## config.mk

```make
export PLATFORM = sky130hd
export DESIGN_NAME = pkt_page_mgr
export DESIGN_NICKNAME = d
export VERILOG_FILES = /design/src/rtl/pkt_page_pkg.sv /design/src/rtl/pkt_ones_count.sv /design/src/rtl/pkt_head_fmt.sv /design/src/rtl/pkt_page_mgr.sv
export SDC_FILE = /design/constraint.sdc
export NUM_CORES = 1
export LEC_CHECK = 0
export ABC_CLOCK_PERIOD_IN_PS = 5050
export BUFFER_PORTS_ARGS = -buffer_cell sky130_fd_sc_hd__buf_2
export CAP_MARGIN = 20
export CORE_ASPECT_RATIO = 0.75
export CORE_MARGIN = 1
export CORE_UTILIZATION = 45
export DETAILED_ROUTE_END_ITERATION = 10
export GPL_TIMING_DRIVEN = 1
export PLACE_DENSITY = 0.71
export SKIP_LAST_GASP = 1
export SYNTH_ARGS = -nofsm -noshare
export SYNTH_HDL_FRONTEND = slang
export SYNTH_SLANG_ARGS = --single-unit
```

## constraint.sdc

```tcl
create_clock -name clk -period 5.05 [get_ports clk]
set_input_delay 0.505 -clock clk [delete_from_list [all_inputs] [get_ports clk]]
set_output_delay 0.505 -clock clk [all_outputs]
set_load 0.01 [all_outputs]
```

## src/rtl/pkt_page_pkg.sv

```systemverilog
`timescale 1ns/1ps
package pkt_page_pkg;
    typedef enum logic [2:0] {
        OP_NOP      = 3'd0,
        OP_TX_ALLOC = 3'd1,
        OP_POOL_CLR = 3'd2,
        OP_RX_POP   = 3'd3,
        OP_RX_FREE  = 3'd4,
        OP_REL_NUM  = 3'd5,
        OP_TX_PUSH  = 3'd6,
        OP_TX_CLR   = 3'd7
    } page_op_e;

    localparam logic [7:0] NO_PAGE = 8'h80;
endpackage

```

## src/rtl/pkt_ones_count.sv

```systemverilog
`timescale 1ns/1ps
module pkt_ones_count #(
    parameter int W  = 4,
    parameter int OW = $clog2(W + 1)
) (
    input  logic [W-1:0]  bits_i,
    output logic [OW-1:0] count_o
);
    always_comb begin
        count_o = '0;
        for (int i = 0; i < W; i++) begin
            count_o = count_o + OW'(bits_i[i]);
        end
    end
endmodule

```

## src/rtl/pkt_head_fmt.sv

```systemverilog
`timescale 1ns/1ps
module pkt_head_fmt #(
    parameter int PW = 2,
    parameter int CW = 3
) (
    input  logic [CW-1:0] fill_i,
    input  logic [PW-1:0] head_i,
    output logic [7:0]    code_o
);
    always_comb begin
        if (fill_i == '0) code_o = pkt_page_pkg::NO_PAGE;
        else              code_o = 8'(head_i);
    end
endmodule

```

## src/rtl/pkt_page_mgr.sv

```systemverilog
`timescale 1ns/1ps
module pkt_page_mgr #(
    parameter int N_PAGES = 4,
    parameter int Q_DEPTH = 4,
    localparam int PW = $clog2(N_PAGES),
    localparam int CW = $clog2(Q_DEPTH + 1),
    localparam int UW = $clog2(N_PAGES + 1)
) (
    input  logic          clk,
    input  logic          rst_n,
    input  logic          cmd_wr,
    input  logic [7:0]    cmd_byte,
    input  logic [PW-1:0] pkt_num,
    input  logic          tx_enable,
    input  logic          auto_release,
    input  logic          tx_ack,
    input  logic          rx_alloc_req,
    output logic          rx_alloc_ok,
    output logic [PW-1:0] rx_page,
    output logic [7:0]    alloc_result,
    output logic          alloc_done,
    output logic [7:0]    done_head,
    output logic [7:0]    rx_head,
    output logic [UW-1:0] used_count,
    output logic          tx_req,
    output logic [PW-1:0] tx_page
);
    import pkt_page_pkg::*;

    typedef logic [Q_DEPTH-1:0][PW-1:0] queue_t;

    typedef struct packed {
        logic [N_PAGES-1:0] map;
        logic [7:0]         result;
        logic               done;
        queue_t             txq;
        queue_t             dq;
        queue_t             rxq;
        logic [CW-1:0]      txn;
        logic [CW-1:0]      dn;
        logic [CW-1:0]      rxn;
    } state_t;

    state_t   s_d, s_q;
    page_op_e op;
    logic     grant_d;
    logic [PW-1:0] grant_pg_d;

    // Bit PW high means no page is free; low bits hold the lowest free index.
    function automatic logic [PW:0] lowest_free(logic [N_PAGES-1:0] m);
        logic [PW:0] r;
        r = {1'b1, {PW{1'b0}}};
        for (int i = N_PAGES - 1; i >= 0; i--) begin
            if (!m[i]) r = {1'b0, PW'(i)};
        end
        return r;
    endfunction

    function automatic queue_t q_push(queue_t q, logic [CW-1:0] fill, logic [PW-1:0] v);
        queue_t r;
        r = q;
        for (int i = 0; i < Q_DEPTH; i++) begin
            if (CW'(i) == fill) r[i] = v;
        end
        return r;
    endfunction

    function automatic queue_t q_pop(queue_t q);
        queue_t r;
        r = q;
        for (int i = 0; i < Q_DEPTH - 1; i++) r[i] = q[i+1];
        r[Q_DEPTH-1] = '0;
        return r;
    endfunction

    function automatic state_t try_tx(state_t s);
        state_t r;
        logic [PW:0] f;
        r = s;
        f = lowest_free(r.map);
        if (!f[PW]) begin
            r.map[f[PW-1:0]] = 1'b1;
            r.result         = 8'(f[PW-1:0]);
            r.done           = 1'b1;
        end
        return r;
    endfunction

    // Free a page; a pending transmit allocation is retried at once.
    function automatic state_t free_page(state_t s, logic [PW-1:0] pg);
        state_t r;
        r = s;
        r.map[pg] = 1'b0;
        if (r.result == NO_PAGE) r = try_tx(r);
        return r;
    endfunction

    assign op = page_op_e'(cmd_byte[7:5]);

    always_comb begin
        logic [PW:0]   f;
        logic [PW-1:0] done_pg;
        s_d        = s_q;
        grant_d    = 1'b0;
        grant_pg_d = '0;
        f          = '0;
        done_pg    = '0;

        // Command register operation.
        if (cmd_wr) begin
            case (op)
                OP_TX_ALLOC: begin
                    s_d.result = NO_PAGE;
                    s_d.done   = 1'b0;
                    s_d        = try_tx(s_d);
                end
                OP_POOL_CLR: begin
                    s_d.map    = '0;
                    s_d.txn    = '0;
                    s_d.dn     = '0;
                    s_d.rxn    = '0;
                    s_d.result = '0;
                end
                OP_RX_POP: begin
                    if (s_d.rxn != '0) begin
                        s_d.rxq = q_pop(s_d.rxq);
                        s_d.rxn = s_d.rxn - CW'(1);
                    end
                end
                OP_RX_FREE: begin
                    if (s_d.rxn != '0) begin
                        s_d     = free_page(s_d, s_d.rxq[0]);
                        s_d.rxq = q_pop(s_d.rxq);
                        s_d.rxn = s_d.rxn - CW'(1);
                    end
                end
                OP_REL_NUM: s_d = free_page(s_d, pkt_num);
                OP_TX_PUSH: begin
                    if (s_d.txn != CW'(Q_DEPTH)) begin
                        s_d.txq = q_push(s_d.txq, s_d.txn, pkt_num);
                        s_d.txn = s_d.txn + CW'(1);
                    end
                end
                OP_TX_CLR: begin
                    s_d.txn = '0;
                    s_d.dn  = '0;
                end
                default: ;
            endcase
        end

        // Transmit completion handshake.
        if (tx_ack && tx_req && s_d.txn != '0) begin
            done_pg = s_d.txq[0];
            s_d.txq = q_pop(s_d.txq);
            s_d.txn = s_d.txn - CW'(1);
            if (auto_release) begin
                s_d = free_page(s_d, done_pg);
            end else if (s_d.dn != CW'(Q_DEPTH)) begin
                s_d.dq = q_push(s_d.dq, s_d.dn, done_pg);
                s_d.dn = s_d.dn + CW'(1);
            end
        end

        // Receive-side page request.
        if (rx_alloc_req) begin
            f = lowest_free(s_d.map);
            if (!f[PW] && s_d.rxn != CW'(Q_DEPTH)) begin
                grant_d    = 1'b1;
                grant_pg_d = f[PW-1:0];
                s_d.map[f[PW-1:0]] = 1'b1;
                s_d.rxq = q_push(s_d.rxq, s_d.rxn, f[PW-1:0]);
                s_d.rxn = s_d.rxn + CW'(1);
            end
        end
    end

    always_ff @(posedge clk or negedge rst_n) begin
        if (!rst_n) s_q <= '0;
        else        s_q <= s_d;
    end

    assign rx_alloc_ok  = grant_d;
    assign rx_page      = grant_pg_d;
    assign alloc_result = s_q.result;
    assign alloc_done   = s_q.done;
    assign tx_req       = tx_enable && (s_q.txn != '0);
    assign tx_page      = s_q.txq[0];

    pkt_head_fmt #(.PW(PW), .CW(CW)) u_done_head (
        .fill_i(s_q.dn), .head_i(s_q.dq[0]), .code_o(done_head)
    );
    pkt_head_fmt #(.PW(PW), .CW(CW)) u_rx_head (
        .fill_i(s_q.rxn), .head_i(s_q.rxq[0]), .code_o(rx_head)
    );
    pkt_ones_count #(.W(N_PAGES), .OW(UW)) u_count (
        .bits_i(s_q.map), .count_o(used_count)
    );
endmodule

```

==> metrics.csv <==
metric;value;unit
synth_ff_type;dfrtp_1;
seqPwrFrac;0.341;
final_hold_viol_count;0;
start_util;0.479;
synth_edf_count;0;
clock_path_buffers;2;
p_sw;0.710;mW
clkPwrFrac;0.135;
synth_compound_area_frac;0.200;
combinationalPowerShare;0.524;
drive_gt1_frac;0.175;
ctsResizeCount;0;
synth_area_per_cell;8.75;sq um
cap_violations;0;
numCtsBuffers;5;
place_inst;496;
ys_types;73;
clk_pin_slew;0.08;ns
fin_crit_sh;0.925;
skew;0.00387;ns
num_vias;2907;
wl;8250;um
final.setup.tns;0;ns
cts_tree;built;
p_leak;1.78;nW
drc;0;
die_h;76.9;um
grtUsageMet1;0.329;
area_growth_syn_to_layout;7.02;%
grt_use_met2;0.319;
setup.worst_path.end_class;output pin;
diodes;0;
grt_pass1_wl;13600;um
fmax;214;MHz
busiest_layer;met1;
power_density;431;nW/um^2
hp-class;in2async;
start_kind;flop;
worst-slew-pin-transition;0.907;ns
yosysWarnings;0;
switching_share;0.457;
synth_area_leaders;dfrtp_1 (30%), mux2i_1 (8.3%), ha_1 (7.1%);
fillerInstances;700;
pre_cts_slack;0.540;ns
relSlewSlack;0.395;
yosysTopAreaCellShare;0.297;
holdWs;0.333;ns
synth_top_cell_by_area;dfrtp_1;
multiInputGateArea;2120;sq um
ir_drop;0.200;mV
grt_start_max_net_pins;41;
rsz0062_at_grt;no;
insertion_delay;0.30;ns
via_per_inst;5.78;
synth_area;3370;sq um
core;7030;sq um
worst_ep_required_time;4.55;ns
synth_fa_ha_area_frac;0.0765;
gp_congestion;0.975;
design_area;3600;sq um
dr.pass1.iters;5;
period_needed;4.67;ns
p_int;0.844;mW
fin_ws;0.376;ns
post_cts.repair.setup_buffers;0;
synth_commonest_cells;dfrtp_1 (40), nand2_1 (36), mux2i_1 (28), nor2_1 (25), buf_4 (20);
clock-sinks;40;
io_buffers;35;
antenna_found_initial;0;
status;finished, final reports clean;
netlist_instances;385;
yosysMostFrequentCell;dfrtp_1;
synth_seq_cells;40;
final_cell_count_no_fill;503;
crit_fanout;6;
layout.nets;442;
hold_buffers;0;
cp.arrival;4.17;ns
ys_seq_area_frac;0.297;
htree_num_levels;2;
synth_top_family_by_area;simple AND/OR/NAND/NOR gates;
ctsRootBufferMaster;clkbuf_8;
slew_violations;0;
synth_xor_area_frac;0.0104;
die_area;7840;sq um
die_x;102;um
seqCellArea;1000;sq um
rows;26;
overflow;0;
met3_usage;0.0574;
place_area;3510;sq um
yosys.area_share.simple;0.234;
grt_pass1_vias;2740;
setup_viol;0;
routedWlPerCell;16.4;um
crit_type;reg2out;
grtUsageTotal;0.222;
pin_count;51;
hpwl;6220;um
drtAntennaViolNets;0;
rrSetupSlack;1.04;ns
dr.first_iter.drc_count;220;
synthMuxAreaShare;0.0932;
async_flop_share;1.00;
## worst paths after layout
check                                       endpoint  cells past startpoint                 from
min in group clk                 s_q[17]$_DFFE_PN0P_                      2  s_q[17]$_DFFE_PN0P_
max reg2reg                         s_q[1]$_DFF_PN0_                     18     s_q[6]$_DFF_PN0_
max                                       rx_page[0]                     18     s_q[6]$_DFF_PN0_
min                                 s_q[3]$_DFF_PN0_                      1                rst_n
min reg2reg                      s_q[17]$_DFFE_PN0P_                      2  s_q[17]$_DFFE_PN0P_
max in group asynchronous  alloc_result[4]$_DFF_PN0_                      1                rst_n
## cells in the final DEF, fill, tap and decap left out, drive strengths merged, types with 3 or more instances in the layout
cell type  count
clkbuf         5
buf           40
o22ai          6
nand2         36
nand3         11
ha            19
nor2b         15
xnor2          3
a31oi          7
a221oi         3
conb          10
nand2b         9
dfrtp         40
o2111ai        3
and3           5
mux2i         28
o211ai         4
nor3           8
a21o           4
nand3b         3
o21a           5
nor4           3
nor3b          3
a211oi         5
nand4          3
o21ai         18
nor2          25
mux2           3
a21oi         18
and2           5
inv           19
or2            3
## metrics by stage
stage	power [mW]	utilization
2_1_floorplan	1.12	-
5_1_grt	1.69	0.513
3_3_place_gp	1.31	0.500
3_5_place_dp	1.34	0.500
4_1_cts	1.55	0.512
6_report	1.55	0.513
## critical path, stage by stage, from the launching register on
cell,delay (ns)
dfrtp_1,0.46
inv_1,0.09
ha_1,0.25
nand2_1,0.10
nor3b_1,0.18
a31oi_1,0.06
nor2_1,0.11
a31oi_1,0.07
ha_1,0.23
ha_1,0.21
and4b_2,0.35
nand2_2,0.14
nor4_4,0.33
nand3_2,0.21
nor3_4,0.31
nand2_1,0.08
a21o_1,0.24
a211oi_1,0.27
buf_2,0.18
## cell families (layout without fill, tap and decap cells)
| logic type | count (synthesis) | after routing |
|---|---|---|
| xor gates and xnor gates | 4 | 4 |
| adders and majority gates | 20 | 20 |
| AOI/OAI and AO/OA | 96 | 96 |
| DFF | 40 | 40 |
| other | 1 | 10 |
| buffers and inverters | 55 | 66 |
| muxes | 31 | 31 |
| and+or+nand+nor | 138 | 138 |
## metal layers
layer  routed length, um  part of all wire
met2                3550              0.43
met3                 750             0.091
met1                3860              0.47
met4                  84             0.010
met5                   0                 0
## area by class of cell
class,instances,share of cell area
multi-input combinational,299,0.587
sequential,40,0.278
timing repair buffer,40,0.0590
tap,98,0.0340
inverter,19,0.0198
clock buffer,5,0.0191
clock inverter,2,0.00347
## registers in the layout, summed over array words and instances (netlist names)
register      cells
alloc_done        1
alloc_result      8
tx_page           2
s_q              29
## power by group through the flow
stage / sequential, mW / clock [mW] / combinational [mW]
after detailed placement: 0.532 / 0 / 0.804
after global routing: 0.542 / 0.232 / 0.915
after floorplan: 0.482 / 0 / 0.638
final: 0.530 / 0.210 / 0.813
after CTS: 0.526 / 0.219 / 0.808
after global placement: 0.530 / 0 / 0.779
No activity file was read; power rests on OpenSTA's default activity.
